### src/rtl/cmpcr_pkg.sv
package cmpcr_pkg;
  typedef struct packed {
    logic lt;
    logic gt;
    logic eq;
    logic so;
  } crnib_t;
endpackage

### src/rtl/cmpcr_operand.sv
module cmpcr_operand #(
  parameter int XLEN  = 64,
  parameter int IMM_W = 16
) (
  input  logic [XLEN-1:0]  raw_a,
  input  logic [XLEN-1:0]  raw_b,
  input  logic [IMM_W-1:0] imm,
  input  logic             use_imm,
  input  logic             sgn,
  input  logic             wide,
  output logic [XLEN:0]    opa,
  output logic [XLEN:0]    opb
);
  localparam int HALF = XLEN / 2;
  localparam int UPW  = XLEN - HALF;
  localparam int IPAD = XLEN - IMM_W;

  function automatic logic [XLEN-1:0] widen_imm(input logic [IMM_W-1:0] v, input logic s);
    return {{IPAD{s & v[IMM_W-1]}}, v};
  endfunction

  function automatic logic [XLEN-1:0] fit_width(input logic [XLEN-1:0] v, input logic w,
                                                input logic s);
    if (w) return v;
    return {{UPW{s & v[HALF-1]}}, v[HALF-1:0]};
  endfunction

  function automatic logic [XLEN:0] lift(input logic [XLEN-1:0] v, input logic s);
    return {s & v[XLEN-1], v};
  endfunction

  logic [XLEN-1:0] b_sel;

  always_comb begin
    b_sel = use_imm ? widen_imm(imm, sgn) : raw_b;
    opa   = lift(fit_width(raw_a, wide, sgn), sgn);
    opb   = lift(fit_width(b_sel, wide, sgn), sgn);
  end
endmodule

### src/rtl/cmpcr_core.sv
module cmpcr_core #(
  parameter int W = 65
) (
  input  logic [W-1:0] a,
  input  logic [W-1:0] b,
  output logic         lt,
  output logic         gt,
  output logic         eq
);
  always_comb begin
    lt = $signed(a) < $signed(b);
    eq = (a == b);
    gt = ~lt & ~eq;
  end
endmodule

### src/rtl/cmpcr_file.sv
module cmpcr_file #(
  parameter int NFIELD = 8,
  parameter int FW     = 4,
  parameter int SELW   = $clog2(NFIELD)
) (
  input  logic                 clk,
  input  logic                 rst_n,
  input  logic                 we,
  input  logic [SELW-1:0]      sel,
  input  logic [FW-1:0]        data,
  output logic [NFIELD*FW-1:0] cr
);
  logic [FW-1:0] fld_q [NFIELD];

  for (genvar i = 0; i < NFIELD; i++) begin : g_fld
    always_ff @(posedge clk) begin
      if (!rst_n)                             fld_q[i] <= '0;
      else if (we && sel == SELW'(i))         fld_q[i] <= data;
    end
    assign cr[(NFIELD-1-i)*FW +: FW] = fld_q[i];
  end

  // without a write the whole register holds
  a_r9_hold_when_idle: assert property (@(posedge clk) disable iff (!rst_n)
    !we |=> $stable(cr));

  // the written field carries exactly one relation bit
  a_r8_one_relation: assert property (@(posedge clk) disable iff (!rst_n)
    we |=> $countones(fld_q[$past(sel)][FW-1:1]) == 1);
endmodule

### src/rtl/cmp_crfield.sv
module cmp_crfield #(
  parameter int XLEN   = 64,
  parameter int IMM_W  = 16,
  parameter int NFIELD = 8,
  parameter int FW     = 4,
  parameter int SELW   = $clog2(NFIELD),
  parameter int CRW    = NFIELD * FW
) (
  input  logic             clk,
  input  logic             rst_n,
  input  logic             cfg_is64,
  input  logic             cfg_trap_l,
  input  logic             op_valid,
  input  logic             op_signed,
  input  logic             op_use_imm,
  input  logic             op_wide,
  input  logic [SELW-1:0]  op_bf,
  input  logic [XLEN-1:0]  src_a,
  input  logic [XLEN-1:0]  src_b,
  input  logic [IMM_W-1:0] op_imm,
  input  logic             so_in,
  output logic [CRW-1:0]   cr_out,
  output logic             illegal_out,
  output logic             warn_out
);
  import cmpcr_pkg::*;

  // named internal events
  logic        width_bad;   // width bit set on a 32-bit core
  logic        trap_evt;    // operation squashed as illegal
  logic        warn_evt;    // width bit ignored with warning
  logic        wr_evt;      // a field is written
  logic        wide_eff;
  logic [XLEN:0] opa, opb;
  logic        rel_lt, rel_gt, rel_eq;
  crnib_t      nib;
  logic        illegal_q, warn_q;

  always_comb begin
    width_bad = op_wide & ~cfg_is64;
    trap_evt  = op_valid & width_bad & cfg_trap_l;
    warn_evt  = op_valid & width_bad & ~cfg_trap_l;
    wr_evt    = op_valid & ~trap_evt;
    wide_eff  = op_wide & cfg_is64;
  end

  cmpcr_operand #(.XLEN(XLEN), .IMM_W(IMM_W)) u_opnd (
    .raw_a(src_a), .raw_b(src_b), .imm(op_imm), .use_imm(op_use_imm),
    .sgn(op_signed), .wide(wide_eff), .opa(opa), .opb(opb)
  );

  cmpcr_core #(.W(XLEN+1)) u_core (
    .a(opa), .b(opb), .lt(rel_lt), .gt(rel_gt), .eq(rel_eq)
  );

  always_comb begin
    nib.lt = rel_lt;
    nib.gt = rel_gt;
    nib.eq = rel_eq;
    nib.so = so_in;
  end

  cmpcr_file #(.NFIELD(NFIELD), .FW(FW), .SELW(SELW)) u_file (
    .clk(clk), .rst_n(rst_n), .we(wr_evt), .sel(op_bf), .data(nib), .cr(cr_out)
  );

  always_ff @(posedge clk) begin
    if (!rst_n) begin
      illegal_q <= 1'b0;
      warn_q    <= 1'b0;
    end else begin
      illegal_q <= trap_evt;
      warn_q    <= warn_evt;
    end
  end

  assign illegal_out = illegal_q;
  assign warn_out    = warn_q;

  // a trapped operation leaves the condition register untouched
  a_r5_trap_no_write: assert property (@(posedge clk) disable iff (!rst_n)
    illegal_out |-> $stable(cr_out));

  // the two flags never coincide
  a_r6_flags_exclusive: assert property (@(posedge clk) disable iff (!rst_n)
    !(illegal_out && warn_out));

  // an idle cycle produces no flag
  a_r10_idle_quiet: assert property (@(posedge clk) disable iff (!rst_n)
    !op_valid |=> !illegal_out && !warn_out);

  // 64-bit cores never flag
  a_r11_wide_core_clean: assert property (@(posedge clk) disable iff (!rst_n)
    (op_valid && cfg_is64) |=> !illegal_out && !warn_out);

  // a clear width bit never flags
  a_r11_narrow_clean: assert property (@(posedge clk) disable iff (!rst_n)
    (op_valid && !op_wide) |=> !illegal_out && !warn_out);
endmodule

### config.mk
export PLATFORM = sky130hd
export DESIGN_NAME = cmp_crfield
export DESIGN_NICKNAME = d
export VERILOG_FILES = /design/src/rtl/cmpcr_pkg.sv /design/src/rtl/cmpcr_operand.sv /design/src/rtl/cmpcr_core.sv /design/src/rtl/cmpcr_file.sv /design/src/rtl/cmp_crfield.sv
export SDC_FILE = /design/constraint.sdc
export NUM_CORES = 1
export LEC_CHECK = 0
export BUFFER_PORTS_ARGS = -buffer_cell sky130_fd_sc_hd__buf_4
export CORE_MARGIN = 2
export CORE_UTILIZATION = 47
export CTS_CLUSTER_DIAMETER = 80
export CTS_CLUSTER_SIZE = 25
export DETAILED_ROUTE_END_ITERATION = 8
export PLACE_DENSITY = 0.8
export SYNTH_ARGS = -nofsm -noshare
export SYNTH_HDL_FRONTEND = slang
export SYNTH_SLANG_ARGS = --single-unit
### constraint.sdc
create_clock -name clk -period 4.45 [get_ports clk]
set_clock_uncertainty 0.05 [all_clocks]
set_input_delay 0.445 -clock clk [delete_from_list [all_inputs] [get_ports clk]]
set_output_delay 0.445 -clock clk [all_outputs]
set_load 0.01 [all_outputs]
* After elaboration in Yosys (flattened, before gate mapping) *
Memory sizes are Yosys's and may differ from the RTL's.
Index checks and enable logic that the tools add are counted.

storage, ports and cells
  memory bits (read-only) = 0
  memory bits (writable) = 32
  word-level logic and storage cells = 85
  output and inout bits = 34
  bits in latches = 0
  bits in registers = 2
  memories = 1

operators by class
  multiply operators = 0
  magnitude comparators = 1
  equal/unequal tests = 8
  shifts and indexed selects = 0
  divide/modulo/power cells = 0
  reductions and logical operators = 9
  mux-type cells = 39
  add/sub/neg operators = 0
  bitwise logic cells = 25

memories
  memory        depth  width  rd ports  clocked after Yosys merged registers in  wr ports  line              RTL
  u_file.fld_q  8      4      8         0                                        8         cmpcr_file.sv:13  logic [FW-1:0] fld_q [NFIELD];

operators by type and width
  cell                  count
  $mux W64              5
  $eq A65 B65 Y1        1
  $lt A65 B65 Y1        1
  $mux W4               8
  $mux W1               26
  $and A1 B1 Y1         12
  $eq A3 B3 Y1 const B  4
  $logic_and A1 B1 Y1   8
  $or A1 B1 Y1          8
  $eq A3 B2 Y1 const B  2
  $not A1 Y1            5
  $eq A3 B1 Y1 const B  1
  $logic_not A3 Y1      1

* Longest topological paths before layout *
  depth in word-level cells = 11
  mapped depth = 15
  gate-level depth less buffers = 14

* Hierarchy *
From an unflattened synthesis, not the netlist that was laid out.

unflattened totals
  cells, all modules = 579
  area total of the unflattened synthesis = 4471.8 um^2

by module, submodules not included
  module         times used  area each (um^2)  cells an instance
  cmpcr_core     1           1699.1            242
  cmpcr_operand  1           1467.7            242
  cmpcr_file     1           1217.4            88
  cmp_crfield    1           87.6              7

* Worst setup path after synthesis *
No wires, ideal clock.

  path kind = input-to-reg
  start point = input port op_use_imm
  end point = memory u_file.fld_q[2][2], in the netlist u_file.fld_q[0][10] (data pin)
  path slack = 1015 ps
  arrival = 3113 ps
  stages on the path = 14
  required time = 4128 ps
  cell sequence = clkbuf_1 -> o21ai_0 -> o21ai_0 -> o21ai_0 -> or2_2 -> ha_1 -> nand4_2 -> nor4_4 -> inv_1 -> o211ai_2 -> xor2_1 -> and2_1 -> buf_6 -> nor3_1

RTL lines
  item                line               RTL
  start: declaration  cmp_crfield.sv:15  input logic op_use_imm,
  end: declaration    cmpcr_file.sv:13

==> flow_summary.yaml <==
sta:
  maxSlewHeadroom_pct: 45.0
  maxSlewViolCount: 0
  fin_ws_ps: 1090
  worstMarginPinSlew_ps: 815
  rsz0062_at_grt: "no"
  finalSetupViolCount: 0
  whs_ps: 279
  fin_crit_sh_pct: 75.5
  fmax_mhz: 298
  setup-tns-final_ps: 0
  fin_crit_ps: 3360
  hold_viol: 0
die:
  die-area_um2: 8860
  die_x_um: 94.2
  core-area_um2: 7810
  initial_core_util_pct: 48.9
  die_y_um: 94.2
  ios: 190
  row_count: 32
synthesis:
  netlist_instances: 479
  synth-async-reset-ratio_pct: 0
  yosys.area.top_type: "edfxtp_1"
  synth-seq-area-share_pct: 26.2
  synth_area_per_cell_um2: 7.97
  synthesis.nets: 700
  synth_fa_ha_area_share_pct: 21.3
  yosysUniqueCellTypes: 39
  netlist_area_um2: 3820
  synth_seq_cells: 34
  synthSimpleGateAreaFrac_pct: 22.2
  synth_edf_count: 32
  yosysWarnings: 0
  synth_top_family_by_area: "simple AND/OR/NAND/NOR gates"
  synth_ff_type: "edfxtp_1"
  synth_xor_area_share_pct: 0.229
  synth_compound_area_share_pct: 21.8
  synth_mux_area_share_pct: 4.23
  yosysTopAreaCellShare_pct: 25.2
  synth_area_leaders: "edfxtp_1 25%, ha_1 21%, nor2_1 9.8%"
global_routing:
  grt-ovfl-total: 0
  grt_usage_pct: 24.8
  grt_pass1_vias: 3811
  grt_max_degree: 59
  antenna_found_initial: 0
  grt_pass1_wl_um: 17400
place:
  port-buffer-count: 189
  gp_congestion: 0.883
  hpwl_um: 9470
  place_ws_ps: 805
cells_and_area:
  finish.utilization_pct: 69.0
  area.growth.synth_to_final_pct: 41.1
  multiInputGateArea_um2: 2670
  seq_area_um2: 1000
  nNetsFinal: 874
  antenna_cells: 0
  nFillCells: 639
  drive_gt1_share_pct: 32.9
clock_tree:
  cts_root_buf: "clkbuf_8"
  cts.sinks: 34
  h-tree-depth: 2
  clockBufferDepth: 2
  cts_tree: "built"
  post_cts_resized: 0
  numCtsBuffers: 5
  postCtsSetupRepairBufs: 0
  clk_pin_slew_ps: 70
  ctsHoldBuffers: 0
drt:
  drtAntennaViolNets: 0
  drcViolationCount: 0
  totalWireLength_um: 11000
  dr.pass1.iters: 8
  via_per_inst: 5.48
  num_vias: 4143
  drt_iter0_markers: 155
  routedWlPerCell_um: 14.5
setup_path:
  crit_path_end_kind: "flip-flop"
  critPathMaxFanout: 16
  start_kind: "input pin"
  worstPathRequired_ps: 4420
  path_class: "in2reg"
  cp_slowest_cell: "nand2_1"
  crit_path_frequent_cell: "and2_1"
  crit_arrival_ps: 3330
  cp-startpoint: "op_wide"
  max_stage_delay_ps: 390
  path_cells: "buf_4, nand2_2, nand2_1, o21a_1, and2_1, ha_1, nand4_2, nor4_4, inv_1, o211ai_2, xor2_1, and2_1, nor3_1"
status:
  status: "finished clean"
flow_run:
  drv_cap: 0
power_and_ir_drop:
  p_leak_nw: 2.51
  power_density_nw_per_um2: 202
  ir_drop_uv: 102
  fin_total_pwr_mw: 1.09
worst_hold_path:
  hold_class: "in2reg"
  hp-start: "cfg_trap_l"
cell usage after synthesis, drive strengths merged, types with 3 or more instances:
cell type    n
a211oi       3
and4         3
buf          4
a21oi       24
nand4       12
a221oi       3
nand2       36
nand3        8
clkbuf      25
o21ai       65
o21a        34
inv         10
mux2i       15
and2         4
nor2       100
ha          65
edfxtp      32
nor3        14
final cells by class:
class / count / share of cell area [%]
multi-input combinational: 406 / 49.5
timing repair buffer: 196 / 27.3
sequential: 34 / 18.6
tap: 102 / 2.37
clock buffer: 5 / 1.28
inverter: 10 / 0.697
clock inverter: 3 / 0.302
path summary, 6_finish.rpt:
| path | endpoint | slack, ps | cells past startpoint |
|---|---|---|---|
| max | u_file.fld_q[1][6] | 1090 | 13 |
| min | warn_out | 280 | 2 |
cells in the final DEF, fill, tap and decap left out, drive strengths merged, types with 2 or more instances in the layout:
cell type,count
and2,4
nand3,8
o21a,34
a21o,2
clkinv,2
nand4,12
nor4,2
nor2,100
or2,2
o21ai,65
ha,65
a2bb2oi,2
buf,196
nand2,36
inv,10
a21oi,24
clkbuf,5
mux2i,15
nor3,14
and4,3
nor2b,2
a211oi,3
edfxtp,32
dfxtp,2
a221oi,3
state kept, by name, indices dropped and copies added (netlist names):
register and count:
illegal_out 1, u_file.fld_q 32, warn_out 1
power by group:
group          total [mW]  switching, mW  leakage, nW  internal (mW)
clock               0.216          0.109       0.0416          0.107
combinational       0.496          0.251         2.14          0.245
sequential          0.377        0.00634        0.325          0.370
total                1.09          0.366         2.51          0.722
stage by stage:
stage               instances  area (µm²)
global placement          748        5300
CTS                       756        5390
detailed placement        748        5300
global route              756        5390
floorplan                 479        3820
finish                    756        5390
routing by layer:
| metal | vias up | GRT usage (%) | share of wire, % |
|---|---|---|---|
| met1 | 1862 | 30.3 | 40 |
| met5 | - | 0 | 0 |
| li1 | 2089 | - | - |
| met2 | 178 | 44.8 | 51 |
| met3 | 14 | 3.61 | 7.4 |
| met4 | 0 | 7.37 | 1.8 |
critical path, delay by kind of cell:
family	cells	cell delay, ps
buffers and inverters	2	190
adders and majority gates	1	360
and+or+nand+nor	7	1750
AOI/OAI and AO/OA	2	400
xor gates and xnor gates	1	180
cell families after synthesis:
group                    after synthesis
XOR/XNOR                               1
buffers and inverters                 39
flip-flops                            34
adder cells (fa/ha/maj)               65
AND/OR/NAND/NOR                      185
AO/OA/AOI/OAI                        139
multiplexers                          16
No activity file was read; power rests on OpenSTA's default activity.
